File: src/rtl/cmd_pkg.sv
package cmd_pkg;
    typedef enum logic [1:0] {
        CAUSE_NONE = 2'd0,
        CAUSE_RI   = 2'd1,
        CAUSE_CPU  = 2'd2
    } cause_e;

    typedef enum logic [1:0] {
        CLS_INDEX = 2'd0,
        CLS_IMPL  = 2'd1,
        CLS_HIT   = 2'd2
    } class_e;

    localparam logic [5:0] MAJOR_OPC = 6'b101001;
    localparam logic [3:0] MINOR_OPC = 4'b0111;
    localparam logic [1:0] SEL_NORM  = 2'b01;
    localparam logic [1:0] SEL_USER  = 2'b10;
    localparam int         IMM_W     = 9;
    localparam int         OPN_W     = 5;
    localparam int         REGN_W    = 5;
endpackage

File: src/rtl/cmd_fields.sv
module cmd_fields
    import cmd_pkg::*;
#(
    parameter int OFF_W = 32
) (
    input  logic [31:0]       instr,
    output logic              match,
    output logic [OPN_W-1:0]  op,
    output logic [REGN_W-1:0] base,
    output logic              user,
    output logic [OFF_W-1:0]  offset
);
    localparam int EXT_W = OFF_W - IMM_W;

    logic [IMM_W-1:0] imm;
    logic [1:0]       sel;

    assign sel   = instr[9:8];
    assign imm   = {instr[15], instr[7:0]};
    assign op    = instr[25:21];
    assign base  = instr[20:16];
    assign user  = (sel == SEL_USER);
    assign match = (instr[31:26] == MAJOR_OPC) && (instr[14:11] == MINOR_OPC) &&
                   !instr[10] && ((sel == SEL_NORM) || (sel == SEL_USER));

    generate
        if (EXT_W > 0) begin : g_ext
            assign offset = {{EXT_W{imm[IMM_W-1]}}, imm};
        end else begin : g_noext
            assign offset = imm[OFF_W-1:0];
        end
    endgenerate
endmodule

File: src/rtl/cmd_legal.sv
module cmd_legal
    import cmd_pkg::*;
#(
    parameter int          REV_W       = 3,
    parameter int          CCA_W       = 3,
    parameter int          N_CACHE     = 5,
    parameter int          NOOP_REV    = 2,
    parameter int          CCA_UC_A    = 2,
    parameter int          CCA_UC_B    = 7,
    parameter int          INDEX_LAST  = 11,
    parameter int          IMPL_LAST   = 15,
    parameter logic [31:0] UNUSED_MASK = 32'hC100_0000
) (
    input  logic [OPN_W-1:0]   op,
    input  logic               user,
    input  logic               no_memsys,
    input  logic [N_CACHE-1:0] present,
    input  logic               uxlate_ok,
    input  logic [REV_W-1:0]   arch_rev,
    input  logic               cp0_en,
    input  logic [CCA_W-1:0]   cca,
    input  logic               addr_mapped,
    output logic               exc,
    output cause_e             cause,
    output logic               nop,
    output logic               go,
    output class_e             cls,
    output logic [1:0]         level,
    output logic               unpred
);
    logic uncached, rev_new, unused, is_index;

    assign uncached = (cca == CCA_W'(CCA_UC_A)) || (cca == CCA_W'(CCA_UC_B));
    assign rev_new  = (arch_rev >= REV_W'(NOOP_REV));
    assign unused   = UNUSED_MASK[op];
    assign is_index = (op <= OPN_W'(INDEX_LAST));
    assign level    = op[1:0];

    always_comb begin
        exc   = 1'b0;
        cause = CAUSE_NONE;
        nop   = 1'b0;
        go    = 1'b0;
        if (no_memsys && (present == '0)) begin
            exc   = 1'b1;
            cause = CAUSE_RI;
        end else if (user && !uxlate_ok) begin
            exc   = 1'b1;
            cause = CAUSE_RI;
        end else if (!cp0_en) begin
            exc   = 1'b1;
            cause = CAUSE_CPU;
        end else if (unused || (uncached && rev_new)) begin
            nop = 1'b1;
        end else begin
            go = 1'b1;
        end
    end

    always_comb begin
        if (is_index)                        cls = CLS_INDEX;
        else if (op <= OPN_W'(IMPL_LAST))    cls = CLS_IMPL;
        else                                 cls = CLS_HIT;
    end

    assign unpred = (is_index && addr_mapped) || (uncached && !rev_new);
endmodule

File: src/rtl/cmd_decoder.sv
module cmd_decoder
    import cmd_pkg::*;
#(
    parameter int OFF_W = 32,
    parameter int REV_W = 3,
    parameter int CCA_W = 3
) (
    input  logic             clk,
    input  logic             rst_n,
    input  logic             in_valid,
    input  logic [31:0]      instr,
    input  logic             no_memsys,
    input  logic             has_l1i,
    input  logic             has_l1d,
    input  logic             has_sec,
    input  logic             has_ter,
    input  logic             has_l2ctl,
    input  logic             uxlate_ok,
    input  logic [REV_W-1:0] arch_rev,
    input  logic             cp0_en,
    input  logic [CCA_W-1:0] cca,
    input  logic             addr_mapped,
    output logic             req_valid,
    output logic [4:0]       req_op,
    output logic [4:0]       req_base,
    output logic [1:0]       req_level,
    output logic [1:0]       req_class,
    output logic [OFF_W-1:0] req_offset,
    output logic             req_user,
    output logic             req_unpred,
    output logic             exc_valid,
    output logic [1:0]       exc_cause,
    output logic             nop_done
);
    localparam int N_CACHE = 5;

    typedef struct packed {
        logic             req;
        logic             exc;
        logic [1:0]       cause;
        logic             nop;
        logic [4:0]       op;
        logic [4:0]       base;
        logic [1:0]       level;
        logic [1:0]       cls;
        logic [OFF_W-1:0] off;
        logic             user;
        logic             unpred;
    } dec_t;

    dec_t st_d, st_q;

    logic               f_match, f_user;
    logic [OPN_W-1:0]   f_op;
    logic [REGN_W-1:0]  f_base;
    logic [OFF_W-1:0]   f_off;
    logic               l_exc, l_nop, l_go, l_unpred;
    cause_e             l_cause;
    class_e             l_cls;
    logic [1:0]         l_level;
    logic [N_CACHE-1:0] present;

    assign present = {has_l2ctl, has_ter, has_sec, has_l1d, has_l1i};

    cmd_fields #(.OFF_W(OFF_W)) u_fields (
        .instr  (instr),
        .match  (f_match),
        .op     (f_op),
        .base   (f_base),
        .user   (f_user),
        .offset (f_off)
    );

    cmd_legal #(.REV_W(REV_W), .CCA_W(CCA_W), .N_CACHE(N_CACHE)) u_legal (
        .op          (f_op),
        .user        (f_user),
        .no_memsys   (no_memsys),
        .present     (present),
        .uxlate_ok   (uxlate_ok),
        .arch_rev    (arch_rev),
        .cp0_en      (cp0_en),
        .cca         (cca),
        .addr_mapped (addr_mapped),
        .exc         (l_exc),
        .cause       (l_cause),
        .nop         (l_nop),
        .go          (l_go),
        .cls         (l_cls),
        .level       (l_level),
        .unpred      (l_unpred)
    );

    always_comb begin
        st_d = '0;
        if (in_valid && f_match) begin
            st_d.exc   = l_exc;
            st_d.cause = l_cause;
            st_d.nop   = l_nop;
            if (l_go) begin
                st_d.req    = 1'b1;
                st_d.op     = f_op;
                st_d.base   = f_base;
                st_d.level  = l_level;
                st_d.cls    = l_cls;
                st_d.off    = f_off;
                st_d.user   = f_user;
                st_d.unpred = l_unpred;
            end
        end
    end

    always_ff @(posedge clk or negedge rst_n) begin
        if (!rst_n) st_q <= '0;
        else        st_q <= st_d;
    end

    assign req_valid  = st_q.req;
    assign req_op     = st_q.op;
    assign req_base   = st_q.base;
    assign req_level  = st_q.level;
    assign req_class  = st_q.cls;
    assign req_offset = st_q.off;
    assign req_user   = st_q.user;
    assign req_unpred = st_q.unpred;
    assign exc_valid  = st_q.exc;
    assign exc_cause  = st_q.cause;
    assign nop_done   = st_q.nop;
endmodule

File: config.mk
export PLATFORM = sky130hd
export DESIGN_NAME = cmd_decoder
export DESIGN_NICKNAME = d
export VERILOG_FILES = /design/src/rtl/cmd_pkg.sv /design/src/rtl/cmd_fields.sv /design/src/rtl/cmd_legal.sv /design/src/rtl/cmd_decoder.sv
export SDC_FILE = /design/constraint.sdc
export NUM_CORES = 1
export LEC_CHECK = 0
export ABC_AREA = 1
export BUFFER_PORTS_ARGS = -buffer_cell sky130_fd_sc_hd__buf_2
export CAP_MARGIN = 20
export CORE_UTILIZATION = 45
export CTS_BUF_LIST = sky130_fd_sc_hd__clkbuf_8
export DETAILED_ROUTE_END_ITERATION = 8
export GPL_TIMING_DRIVEN = 0
export PLACE_DENSITY = 0.87
export REMOVE_ABC_BUFFERS = 1
export SYNTH_ARGS = -nofsm -noshare
export SYNTH_HDL_FRONTEND = slang
export SYNTH_SLANG_ARGS = --single-unit
File: constraint.sdc
create_clock -name clk -period 2.2 [get_ports clk]
set_input_delay 0.33 -clock clk [delete_from_list [all_inputs] [get_ports clk]]
set_output_delay 0.33 -clock clk [all_outputs]
set_load 0.05 [all_outputs]
# After elaboration in Yosys (flattened, before gate mapping)
# Memory sizes are Yosys's and may differ from the RTL's.
# Index checks and enable logic that the tools add are counted.
# op_classes
magnitude_cmp	4
eq_ne	6
mux	20
n_reduce_logical	17
# op_table
op	n
two-way mux 53 bit	1
two-way mux 48 bit	1
two-way mux 1 bit	13
less-or-equal comparator 5 x 4 -> 1 bit (second input constant)	2
two-way mux 2 bit	5
logical AND 1 bit	9
equality test 6 bit (second input constant)	1
less-than comparator 5 x 6 -> 1 bit (second input constant)	1
logical NOT 5 bit	1
equality test 4 x 3 -> 1 bit (second input constant)	1
logical OR 1 bit	4
equality test 3 x 2 -> 1 bit (second input constant)	1
equality test 3 bit (second input constant)	1
greater-or-equal comparator 3 x 2 -> 1 bit (second input constant)	1
logical NOT 1 bit	3
equality test 2 x 1 -> 1 bit (second input constant)	1
equality test 2 bit (second input constant)	1
# word_totals
ff_bits	53
romBits	32
output_inout_bits	53
elab_cells	59
memories	1
# memory_table
memory	words	word_bits	read_ports	rd_ports_with_merged_regs	wr	line_no	text
(name not given)	32	1	1	0	0	cmd_legal.sv:35	assign unused = UNUSED_MASK[op];

# Longest topological paths before layout
# depth
depth_word	10
mapped_depth	10

# Modules after synthesis
# Synthesis repeated with hierarchy kept, for this count alone.
# hier_totals
hier_cells	261
area_unflattened_um2	2334.7
# by_module_without_submodules
mod	n_inst	cells_per_inst	area_per_inst_um2
cmd_decoder	1	170	1786.7
cmd_fields	1	57	386.6
cmd_legal	1	34	161.4

# Worst setup path before layout
# OpenSTA, ideal clock, no wires.
# synth_timing
path_type	reg2out
start	reg, netlist name req_offset[30]
end	out req_offset[10]
arrival_ps	1267
t_required_ps	1870
setup_slack_ps	603
stages_incl_launch_ff	2
path_buffers	1
cell_sequence	dfrtp_1 -> buf_4
# synth_lines
element	line_no	text
end: declaration	cmd_decoder.sv:28	output logic [OFF_W-1:0] req_offset,

==> results.toml <==
[finish]
final_common_cell = "buf_2"
fillers = 274
layout_common_cells = "101 x buf_2, 32 x inv_1, 28 x dfrtp_1"
register_area_um2 = 701
multi_input_area_um2 = 393
final_design_area_no_fill_um2 = 1830
final_cells = 274
antennaDiodeCount = 0
drive_above_1_share_pct = 57.0
final_nets = 282
area_delta_synth_final_pct = 27.7

[placement]
io_buffers = 101
dpl_cell_area_um2 = 1770
dp_slack_ns = 0.226
globalplace.congestion = 0.706
hpwl_um = 2010
placedCellCount = 270

[hold_path]
hp-class = "in -> async"

[cts]
cts_buffers = 3
cts_buffer_depth = 2
tritoncts = "yes"
cts_resized = 0
cts_max_level = 1
hold_buffers = 0
cts_sinks = 28
clkSlewWorstSetupHoldPaths_ns = 0.08
cts_setup_buffers = 0
root_buffer = "clkbuf_8"

[timing]
drv_slew = 0
hold_slack_ns = 0.0610
fin_tns_setup_ns = 0
hold_viol = 0
setup_ws_ns = 0.549
tightest_slew_ns = 0.598
min_period_over_period_pct = 75.1
max_freq_ghz = 0.606
finalCriticalPeriod_ns = 1.65
setup_viol = 0
grt_setup_unrepaired = "no"
slew_headroom_pct = 60.1

[logic_synthesis]
netlist_area_um2 = 1430
synth_warnings = 0
synth_seq_area_share_pct = 48.9
synth_cell_types = 16
syn_inst = 152
syn_avg_cell_area_um2 = 9.43
synth_seq_cells = 28

[floorplanning]
die_h_um = 58.4
io_pins = 103
dieArea_um2 = 3410
initial_core_util_pct = 47.3
rows = 20
coreArea_um2 = 3030
die_w_um = 58.4

[setup_path]
worstSetupEndpoint = "req_class[1]$_DFF_PN0_"
critPathLaunchType = "input port"
critPathLaunch = "instr[8]"
crit_fanout = 24
worst_ep_arrival_time_ns = 1.83
path_class = "in -> reg"
end_kind = "flip-flop"
cp.required_ns = 2.38

[drt]
drt-total-wl_um = 2440
vias_per_cell = 4.18
drt-wirelength-per-cell_um = 8.89
drc = 0
first_iter_violations = 13
drtAntennaViolNets = 0
vias = 1145
dr.pass1.iters = 4

[power_and_ir_drop]
p_per_area_nw_per_um2 = 496
p_leak_nw = 1.21
peakVddDrop_v = 0.000257

[run]
cap_violations = 0

[grt]
grt_pass1_wl_um = 3800
track_usage_pct = 14.8
grt_overflow_total = 0
grt_pass1_vias = 936
antenna_found_initial = 0
grt_max_degree = 29

[run_status]
status = "finished, final reports clean"
## cells by family (layout without fill, tap and decap cells)
logic type	Yosys count	count (layout)	share of synthesized area, %
compound gates	2	2	0.699
fa+ha+maj	1	1	0.873
buf+inv	59	137	23.7
flops	28	28	48.9
simple gates	62	62	25.9
## state kept, by name, indices dropped and copies added (netlist names)
signal and cells:
exc_valid 1, req_valid 1, req_offset 9, req_op 4, req_unpred 1, req_class 2, exc_cause 2, nop_done 1
req_user 1, req_base 5, req_level 1
## worst max-delay path: stages
cell,delay (ns)
buf_2,0.07
inv_1,0.03
ha_1,0.27
nor2_1,0.08
nand2_1,0.07
nor2_2,0.11
nand2_2,0.10
nor2_4,0.12
nand3_4,0.40
nor2_1,0.23
## layout make-up
type / instances / area share (%)
timing repair buffer: 101 / 27.6
tap: 44 / 3.01
inverter: 32 / 6.57
clock buffer: 4 / 3.01
sequential: 28 / 38.3
multi-input combinational: 65 / 21.5
## layer usage
layer / routed length, um / vias up / global-route usage (%) / share of wire [%]
met1: 848 / 512 / 13.7 / 35
met4: 42 / 0 / 6.80 / 1.7
met3: 160 / 4 / 2.86 / 6.6
li1: - / 563 / - / -
met2: 1380 / 66 / 30.5 / 57
met5: 0 / - / 0 / 0
## power breakdown
group          internal (mW)  leakage (nW)  switching, mW
Sequential             0.514         0.391     0.00000666
Clock                  0.160        0.0288          0.141
Combinational         0.0423         0.785         0.0508
## synthesized netlist by cell type, drive strengths merged
library cell,instances,area [um2]
a21oi,2,10.0
buf,27,219
dfrtp,28,701
ha,1,12.5
inv,32,120
nand2,14,55.1
nand3,4,32.5
nor2,41,267
nor3,2,10.0
or2,1,6.26
## how the worst min path moves through the flow
| stage | cells past startpoint | startpoint | slack [ns] | end |
|---|---|---|---|---|
| floorplan | 0 | rst_n | 0.03 | exc_cause[0]$_DFF_PN0_ |
| global placement | 1 | rst_n | 0.37 | req_base[0]$_DFF_PN0_ |
| detailed placement | 1 | rst_n | 0.37 | req_base[0]$_DFF_PN0_ |
| CTS | 1 | rst_n | 0.08 | req_base[0]$_DFF_PN0_ |
| global route | 1 | rst_n | 0.1 | exc_cause[0]$_DFF_PN0_ |
| finish | 1 | rst_n | 0.06 | req_base[0]$_DFF_PN0_ |
## through the flow
step           util, %  total power [mW]
2_1_floorplan        -             0.561
3_3_place_gp      58.6             0.616
3_5_place_dp      58.6             0.619
4_1_cts           60.4             0.917
5_1_grt           60.4             0.956
6_report          60.4             0.908
No activity file was read; power rests on OpenSTA's default activity.
